--- config.mk ---
export PLATFORM = sky130hd
export DESIGN_NAME = bank_mapper
export DESIGN_NICKNAME = d
export VERILOG_FILES = /design/src/rtl/bank_mapper_pkg.sv /design/src/rtl/pin_synchronizer.sv /design/src/rtl/bank_shift_loader.sv /design/src/rtl/window_decoder.sv /design/src/rtl/bank_mapper.sv
export SDC_FILE = /design/constraint.sdc
export NUM_CORES = 1
export LEC_CHECK = 0
export BUFFER_PORTS_ARGS = -buffer_cell sky130_fd_sc_hd__buf_4
export CORE_MARGIN = 1.5
export CORE_UTILIZATION = 45
export DETAILED_ROUTE_END_ITERATION = 8
export GPL_ROUTABILITY_DRIVEN = 0
export PLACE_DENSITY_LB_ADDON = 0.25
export SLEW_MARGIN = 0
export SYNTH_ARGS = -nofsm -noshare
export SYNTH_HDL_FRONTEND = slang
export SYNTH_SLANG_ARGS = --single-unit
--- constraint.sdc ---
create_clock -name clk -period 0.8 [get_ports clk]
set_input_delay 0.04 -clock clk [delete_from_list [all_inputs] [get_ports clk]]
set_output_delay 0.04 -clock clk [all_outputs]
set_load 0.02 [all_outputs]
--- src/rtl/bank_mapper_pkg.sv ---
package bank_mapper_pkg;
  localparam int unsigned BANK_BITS_DEF = 7;
  localparam int unsigned LOW_BITS_DEF  = 14;
  localparam int unsigned SYNC_DEPTH_DEF = 2;
  // index of each serial pin inside the synchroniser bus
  localparam int unsigned PIN_DATA  = 0;
  localparam int unsigned PIN_SCLK  = 1;
  localparam int unsigned PIN_LATCH = 2;
  localparam int unsigned PIN_COUNT = 3;
endpackage

--- src/rtl/pin_synchronizer.sv ---
module pin_synchronizer #(
  parameter int unsigned WIDTH  = 3,
  parameter int unsigned STAGES = 2
) (
  input  logic             clk,
  input  logic             rst_n,
  input  logic [WIDTH-1:0] pin_i,
  output logic [WIDTH-1:0] pin_o
);
  logic [STAGES-1:0] chain_q [WIDTH];
  logic [STAGES-1:0] chain_d [WIDTH];

  for (genvar g = 0; g < WIDTH; g++) begin : g_pin
    if (STAGES == 1) begin : g_one
      always_comb chain_d[g] = pin_i[g];
    end else begin : g_many
      always_comb chain_d[g] = {chain_q[g][STAGES-2:0], pin_i[g]};
    end

    always_ff @(posedge clk or negedge rst_n) begin
      if (!rst_n) chain_q[g] <= '0;
      else        chain_q[g] <= chain_d[g];
    end

    assign pin_o[g] = chain_q[g][STAGES-1];
  end
endmodule

--- src/rtl/bank_shift_loader.sv ---
module bank_shift_loader
  import bank_mapper_pkg::*;
#(
  parameter int unsigned BANK_BITS  = BANK_BITS_DEF,
  parameter int unsigned SYNC_DEPTH = SYNC_DEPTH_DEF
) (
  input  logic                 clk,
  input  logic                 rst_n,
  input  logic                 ser_data_i,
  input  logic                 ser_clk_i,
  input  logic                 ser_latch_i,
  output logic [BANK_BITS-1:0] bank_o
);
  logic [PIN_COUNT-1:0] pins_raw, pins_s;
  logic                 sclk_prev_q, latch_prev_q;
  logic                 sclk_rise, latch_rise;
  logic [BANK_BITS-1:0] shift_q, shift_d;
  logic [BANK_BITS-1:0] bank_q, bank_d;

  always_comb begin
    pins_raw            = '0;
    pins_raw[PIN_DATA]  = ser_data_i;
    pins_raw[PIN_SCLK]  = ser_clk_i;
    pins_raw[PIN_LATCH] = ser_latch_i;
  end

  pin_synchronizer #(.WIDTH(PIN_COUNT), .STAGES(SYNC_DEPTH)) u_sync (
    .clk   (clk),
    .rst_n (rst_n),
    .pin_i (pins_raw),
    .pin_o (pins_s)
  );

  // edge detection and next-state
  always_comb begin
    sclk_rise  = pins_s[PIN_SCLK]  & ~sclk_prev_q;
    latch_rise = pins_s[PIN_LATCH] & ~latch_prev_q;
    shift_d    = shift_q;
    bank_d     = bank_q;
    if (sclk_rise)  shift_d = {shift_q[BANK_BITS-2:0], pins_s[PIN_DATA]};
    if (latch_rise) bank_d  = shift_q;
  end

  always_ff @(posedge clk or negedge rst_n) begin
    if (!rst_n) begin
      sclk_prev_q  <= 1'b0;
      latch_prev_q <= 1'b0;
      shift_q      <= '0;
      bank_q       <= '0;
    end else begin
      sclk_prev_q  <= pins_s[PIN_SCLK];
      latch_prev_q <= pins_s[PIN_LATCH];
      shift_q      <= shift_d;
      bank_q       <= bank_d;
    end
  end

  assign bank_o = bank_q;


  latch_copy_chk: assert property (@(posedge clk) disable iff (!rst_n)
    latch_rise |=> bank_q == $past(shift_q));

  bank_hold_chk: assert property (@(posedge clk) disable iff (!rst_n)
    !$stable(bank_q) |-> $past(latch_rise));

  shift_only_on_edge_chk: assert property (@(posedge clk) disable iff (!rst_n)
    !$stable(shift_q) |-> $past(sclk_rise));
endmodule

--- src/rtl/window_decoder.sv ---
module window_decoder
  import bank_mapper_pkg::*;
#(
  parameter int unsigned BANK_BITS = BANK_BITS_DEF,
  parameter int unsigned LOW_BITS  = LOW_BITS_DEF,
  localparam int unsigned FLASH_W  = BANK_BITS + LOW_BITS
) (
  input  logic                 sel_n_i,
  input  logic [LOW_BITS:0]    addr_i,
  input  logic                 rd_n_i,
  input  logic                 wr_n_i,
  input  logic [BANK_BITS-1:0] bank_i,
  output logic [FLASH_W-1:0]   flash_addr_o,
  output logic                 ce_n_o,
  output logic                 oe_n_o,
  output logic                 we_n_o
);
  logic [BANK_BITS-1:0] upper;

  always_comb begin
    upper        = addr_i[LOW_BITS] ? {BANK_BITS{1'b1}} : bank_i;
    flash_addr_o = {upper, addr_i[LOW_BITS-1:0]};
    ce_n_o       = sel_n_i;
    oe_n_o       = sel_n_i | rd_n_i;
    we_n_o       = sel_n_i | wr_n_i;
  end
endmodule

--- src/rtl/bank_mapper.sv ---
module bank_mapper
  import bank_mapper_pkg::*;
#(
  parameter int unsigned BANK_BITS  = BANK_BITS_DEF,
  parameter int unsigned LOW_BITS   = LOW_BITS_DEF,
  parameter int unsigned SYNC_DEPTH = SYNC_DEPTH_DEF,
  localparam int unsigned FLASH_W   = BANK_BITS + LOW_BITS
) (
  input  logic               clk,
  input  logic               rst_n,
  input  logic               cart_sel_n,
  input  logic [LOW_BITS:0]  cart_addr,
  input  logic               rd_n,
  input  logic               wr_n,
  input  logic               ser_data,
  input  logic               ser_clk,
  input  logic               ser_latch,
  output logic [FLASH_W-1:0] flash_addr,
  output logic               flash_ce_n,
  output logic               flash_oe_n,
  output logic               flash_we_n
);
  logic                 rst_meta_q, rst_sync_q;
  logic [BANK_BITS-1:0] bank;

  // reset asserts at once, deasserts on a clk edge
  always_ff @(posedge clk or negedge rst_n) begin
    if (!rst_n) begin
      rst_meta_q <= 1'b0;
      rst_sync_q <= 1'b0;
    end else begin
      rst_meta_q <= 1'b1;
      rst_sync_q <= rst_meta_q;
    end
  end

  bank_shift_loader #(.BANK_BITS(BANK_BITS), .SYNC_DEPTH(SYNC_DEPTH)) u_loader (
    .clk         (clk),
    .rst_n       (rst_sync_q),
    .ser_data_i  (ser_data),
    .ser_clk_i   (ser_clk),
    .ser_latch_i (ser_latch),
    .bank_o      (bank)
  );

  window_decoder #(.BANK_BITS(BANK_BITS), .LOW_BITS(LOW_BITS)) u_dec (
    .sel_n_i      (cart_sel_n),
    .addr_i       (cart_addr),
    .rd_n_i       (rd_n),
    .wr_n_i       (wr_n),
    .bank_i       (bank),
    .flash_addr_o (flash_addr),
    .ce_n_o       (flash_ce_n),
    .oe_n_o       (flash_oe_n),
    .we_n_o       (flash_we_n)
  );


  low_bits_pass_chk: assert property (@(posedge clk) disable iff (!rst_sync_q)
    flash_addr[LOW_BITS-1:0] == cart_addr[LOW_BITS-1:0]);

  top_bank_fixed_chk: assert property (@(posedge clk) disable iff (!rst_sync_q)
    cart_addr[LOW_BITS] |-> (&flash_addr[FLASH_W-1:LOW_BITS]));

  oe_needs_ce_chk: assert property (@(posedge clk) disable iff (!rst_sync_q)
    !flash_oe_n |-> !flash_ce_n && !rd_n);

  we_needs_ce_chk: assert property (@(posedge clk) disable iff (!rst_sync_q)
    !flash_we_n |-> !flash_ce_n && !wr_n);
endmodule

==> impl_metrics.tcl, run 1 <==
set metrics [dict create \
    outcome "finished with violations" \
    violations "setup timing" \
    r2r-start "u_loader.sclk_prev_q" \
    path_delay_family "flip-flops" \
    vias_per_cell 4.42 \
    setup_viol 21 \
    drtPass1Iterations 1 \
    post-route-cell-area_um2 1280 \
    timing.fmax_mhz 893 \
    critical_path.max_stage_delay_ns 0.41 \
    maxCapViolations 0 \
    hold_viol_final 0 \
    fillers 175 \
    first_global_vias 483 \
    crit_path_start_kind "flop" \
    antenna_left 0 \
    ys_types 8 \
    rows 17 \
    die_h_um 50.9 \
    finalWorstSetupSlack_ns -0.320 \
    final_core_util_pct 58.7 \
    postPlaceCellArea_um2 1090 \
    cts_max_path_buffers 2 \
    diodes 0 \
    synth_cells 67 \
    arrival_ns 1.08 \
    cp.required_ns 0.76 \
    crit_type "flop to output pin" \
    ir_drop_mv 1.31 \
    drt_iter0_markers 0 \
    power_density_nw_per_um2 2990 \
    grt_max_degree 23 \
    fin_nets 109 \
    slew_viol_final 0 \
    core_area_um2 2190 \
    fin_skew_ns 0.00580 \
    cp-end-kind "output pin" \
    path_max_fanout 2 \
    rsz0062_at_grt "yes" \
    cts_root_buffer "clkbuf_4" \
    hp-class "input port to async pin" \
    leakagePower_nw 0.634 \
    yosys.area.top_type "dfrtp_1" \
    die-area_um2 2590 \
    crit_slowest_cell "dfrtp_1" \
    path_clk_slew_ns 0.13 \
    gr-total-overflow 0 \
    yosys_register_bits 24 \
    synth_top_area_share_pct 58.1 \
    ioPinCount 47 \
    power_w 0.00384 \
    cts_made_buffers 3 \
    start_util_pct 47.2 \
    drc 0 \
    die_w_um 50.9 \
    grtUsageTotal_pct 11.0 \
    antenna_found_initial 0 \
    wirelength_um 1260 \
    cts_tree "built" \
    post-route-period-util_pct 140 \
    synth.avg_cell_area_um2 15.4 \
    avgRoutedWirePerCell_um 11.1 \
    cp_cell_sequence "or2_4, buf_6" \
    ys_seq_area_share_pct 58.1 \
    drive_gt1_share_pct 65.9 \
    clock_latency_ns 0.32 \
    netlist_area_um2 1030 \
    vias 500 \
    fin_crit_ns 1.12 \
    htreeDepth 1 \
    synth.net_count 90 \
    layout.cells.non_filler 113 \
    area_growth_pct 24.3 \
    synth_warnings 0 \
    clock_sinks 24 \
    synth.area.top_cells "dfrtp_1 (58%), mux2_4 (20%), buf_4 (11%), or2_2 (5.4%), buf_6 (2.2%)" \
    cp.buffers_inverters 1 \
    placed_cells 97 \
    io_buffers 18 \
    startpoint "u_loader.bank_o[3]" \
    grt_pass1_wl_um 2030 \
]
-- power breakdown --
group	switching (W)	total (W)	internal [W]	leakage, nW
logic	0.000357	0.00126	0.000907	0.322
clock network	0.000356	0.000863	0.000507	0.0279
registers	0.000191	0.00171	0.00152	0.284
total	0.000903	0.00384	0.00293	0.634
-- sequential cells by signal (all words and copies together) (netlist names) --
register                 count
rst_meta_q                   1
rst_sync_q                   1
u_loader.bank_o              7
u_loader.latch_prev_q        1
u_loader.sclk_prev_q         1
u_loader.shift_q             7
u_loader.u_sync.chain_d      3
u_loader.u_sync.pin_o        3
-- cell type report --
class / instances / area, µm² / area share (%)
Clock buffer: 3 / 22.5 / 1.75
Sequential cell: 24 / 601 / 46.7
Clock inverter: 1 / 30.0 / 2.34
Tap cell: 28 / 35.0 / 2.73
Timing Repair Buffer: 31 / 282 / 21.9
Multi-Input combinational cell: 26 / 315 / 24.5
-- per-stage QoR --
step	hold WS, ns	TNS (ns)	worst slack, ns
floorplan	-0.256	-3.04	-0.230
global placement	-0.178	-3.27	-0.282
detailed placement	-0.176	-3.47	-0.292
CTS	0.00597	-5.83	-0.327
global route	0.0138	-6.61	-0.373
finish	0.0152	-5.67	-0.320
-- worst register-to-register path, stage by stage (launching register included) --
cell     delay (ns)
dfrtp_1        0.41
nor2b_4        0.27
mux2_4         0.33
-- path summary, 6_finish.rpt --
check / slack, ns / endpoint / cells past startpoint
worst max-delay path: -0.32 / flash_addr[17] / 2
worst min register to register: 0.20 / u_loader.u_sync.chain_d[3] / 1
worst max register to register: -0.31 / u_loader.shift_q[1] / 2
min in group clk: 0.08 / flash_addr[0] / 0
worst min-delay path: 0.02 / rst_sync_q / 2
max in group asynchronous: 0.46 / u_loader.bank_o[0] / 1
-- logic make-up (layout without fill, tap and decap cells) --
kind of cell	Yosys count	after routing	share of synthesized area (%)
flip-flops	24	24	58.1
buffers and inverters	17	35	13.1
multiplexers	14	14	20.3
AND/OR/NAND/NOR	11	11	8.11
other	1	1	0.363
-- what timing repair did --
| item | in CTS | in global routing |
|---|---|---|
| resized for setup | 14 | 0 |
| hold endpoints to repair | 5 | 0 |
| pin swaps | 1 | 0 |
| endpoints found under the setup margin | 21 | 21 |
| buffers inserted | 7 | 1 |
| hold buffers | 4 | 0 |
-- per-layer routing --
layer	share of wire [%]	global-route usage, %	vias up
met5	0	0	-
met4	1.7	7.21	0
met3	8.0	3.80	2
met2	50	18.6	26
met1	40	11.6	239
li1	-	-	233
-- placed cells by master (no fill, tap or decap), types with 2 or more instances in the layout --
master,instances
or2_2,2
dlygate4sd3_1,4
clkbuf_4,3
dfrtp_1,24
buf_6,7
mux2_4,14
buf_4,19
or2_4,7
-- cell usage after synthesis --
cell type / count
buf_4: 15
buf_6: 2
conb_1: 1
dfrtp_1: 24
mux2_4: 14
nand2b_4: 1
nor2b_4: 1
or2_2: 9
No activity file was read; power rests on OpenSTA's default activity.
==> run 2: changes to the inputs <==
--- a/config.mk
+++ b/config.mk
@@ -7,7 +7,7 @@
 export LEC_CHECK = 0
 export BUFFER_PORTS_ARGS = -buffer_cell sky130_fd_sc_hd__buf_4
 export CORE_MARGIN = 1.5
-export CORE_UTILIZATION = 45
+export CORE_UTILIZATION = 48
 export DETAILED_ROUTE_END_ITERATION = 8
 export GPL_ROUTABILITY_DRIVEN = 0
 export PLACE_DENSITY_LB_ADDON = 0.25
==> constraint.sdc (replaced) <==
create_clock -name clk -period 1.3 [get_ports clk]
set_input_delay 0.065 -clock clk [delete_from_list [all_inputs] [get_ports clk]]
set_output_delay 0.065 -clock clk [all_outputs]
set_load 0.02 [all_outputs]
==> run 2 against run 1 <==
  * The flow now finishes without violations
  * Cell area is 9.4% lower
  * Sequential share of layout area increased by 4.9 points
  * Worst setup slack improved by 0.41 ns
  * Critical path depth stayed put
  * Sequential power is 38% lower
  * Register-to-register slack improved by 0.50 ns
  * Clock skew shrank 0.0024 ns
  * Combinational power down 57%
  * Highest routed layer unchanged
==> impl_metrics.tcl, run 2 (synthesized netlist as in run 1, its figures left out) <==
set metrics [dict create \
    outcome "complete, no violations" \
    r2r-start "u_loader.sclk_prev_q" \
    path_max_fanout 2 \
    regArea_um2 601 \
    die_w_um 49.4 \
    hold_viol_final 0 \
    rows 16 \
    layout_commonest_cell "dfrtp_1" \
    gr-total-overflow 0 \
    slew_viol_final 0 \
    arrival_ns 1.15 \
    diodes 0 \
    clock_sinks 24 \
    cts_max_path_buffers 2 \
    fin_skew_ns 0.00337 \
    grt_pass1_wl_um 2070 \
    crit_type "flop to output pin" \
    start_util_pct 51.6 \
    ioPinCount 47 \
    clock_latency_ns 0.31 \
    reg2reg_setup_slack_ns 0.19 \
    r2r_end "u_loader.shift_q[4]" \
    ir_drop_mv 1.14 \
    fin_crit_ns 1.21 \
    multi_input_area_um2 298 \
    cts_root_buffer "clkbuf_4" \
    cp.required_ns 1.24 \
    post-route-cell-area_um2 1160 \
    drt_iter0_markers 2 \
    power_density_nw_per_um2 1700 \
    leakagePower_nw 0.572 \
    htreeDepth 1 \
    postPlaceCellArea_um2 1090 \
    cp_cell_sequence "or2_2, buf_4" \
    drive_gt1_share_pct 62.3 \
    fin_setup_tns_ns 0 \
    post-route-period-util_pct 93.1 \
    wirelength_um 1230 \
    io_buffers 18 \
    die-area_um2 2440 \
    hp-class "input port to async pin" \
    crit_path_start_kind "flop" \
    first_global_vias 465 \
    vias_per_cell 4.46 \
    antenna_found_initial 0 \
    avgRoutedWirePerCell_um 11.8 \
    maxCapViolations 0 \
    critical_path.max_stage_delay_ns 0.40 \
    cp-end-kind "output pin" \
    core_area_um2 2000 \
    reg2reg_depth 2 \
    die_h_um 49.4 \
    crit_slowest_cell "dfrtp_1" \
    layout_common_cells "dfrtp_1 (24), buf_4 (18), mux2_4 (14), or2_2 (9), dlygate4sd3_1 (4)" \
    cts_tree "built" \
    drc 0 \
    timing.fmax_mhz 826 \
    cts_setup_buffers 0 \
    fin_nets 101 \
    cts_made_buffers 3 \
    rsz0062_at_grt "no" \
    fillers 163 \
    vias 464 \
    drtPass1Iterations 2 \
    area_growth_pct 12.6 \
    grtUsageTotal_pct 12.1 \
    antenna_left 0 \
    path_clk_slew_ns 0.12 \
    grt_max_degree 16 \
    setup_viol 0 \
]
[run 2: cell types whose count changed in the layout (fill, tap and decap cells not counted)]
cell,before,now
or2_2,2,9
clkbuf_8,0,1
bufinv_16,1,0
buf_6,7,0
buf_4,19,18
or2_4,7,0
[run 2: worst max-delay path, delay by kind of cell (launching register included)]
| family | cells | cell delay [ns] |
|---|---|---|
| and+or+nand+nor | 1 | 0.29 |
| buffers and inverters | 1 | 0.16 |
| DFF | 1 | 0.40 |
[run 2: worst max-delay path by stage]
| stage | start | slack [ns] | depth (start not counted) | endpoint |
|---|---|---|---|---|
| after CTS | u_loader.bank_o[1] | 0.07 | 2 | flash_addr[15] |
| after global placement | u_loader.sclk_prev_q | 0.22 | 2 | u_loader.shift_q[5] |
| after global routing | u_loader.bank_o[1] | 0.02 | 2 | flash_addr[15] |
| after detailed placement | u_loader.sclk_prev_q | 0.20 | 2 | u_loader.shift_q[4] |
| after floorplan | u_loader.sclk_prev_q | 0.27 | 3 | u_loader.shift_q[0] |
| final | u_loader.bank_o[1] | 0.09 | 2 | flash_addr[15] |
[run 2: cell type report]
| cell class | instances | area share, % |
|---|---|---|
| Tap cell | 27 | 2.90 |
| Timing Repair Buffer | 23 | 16.8 |
| Sequential cell | 24 | 51.6 |
| Multi-Input combinational cell | 26 | 25.6 |
| Clock buffer | 4 | 3.12 |
[run 2: timing repair]
item,CTS,global route
endpoints found under the hold margin,5,0
resized for setup,0,0
hold buffers,4,0
[run 2: power by group]
group | leakage [nW] | switching (W) | internal, W
clock | 0.0210 | 0.000203 | 0.000171
combinational | 0.266 | 0.000171 | 0.000373
sequential | 0.284 | 0.000124 | 0.000935
[run 2: per-stage QoR]
step / cells / hold slack (ns) / worst slack [ns] / utilization [%] / total power, W
after detailed placement: 96 / -0.149 / 0.199 / 54.3 / 0.00162
final: 104 / 0.0570 / 0.0892 / 58.1 / 0.00198
after global placement: 96 / -0.153 / 0.218 / 54.3 / 0.00160
after global routing: 104 / 0.0263 / 0.0218 / 58.1 / 0.00210
after CTS: 104 / 0.0412 / 0.0683 / 58.1 / 0.00201
after floorplan: 67 / -0.231 / 0.270 / - / 0.00151
[run 2: metal layers]
layer / vias to the layer above / track usage [%] / share of wire, %
li1: 218 / - / -
met1: 209 / 13.9 / 41
met2: 24 / 17.6 / 47
met3: 13 / 3.99 / 8.4
met4: 0 / 11.1 / 4.2
met5: - / 0 / 0
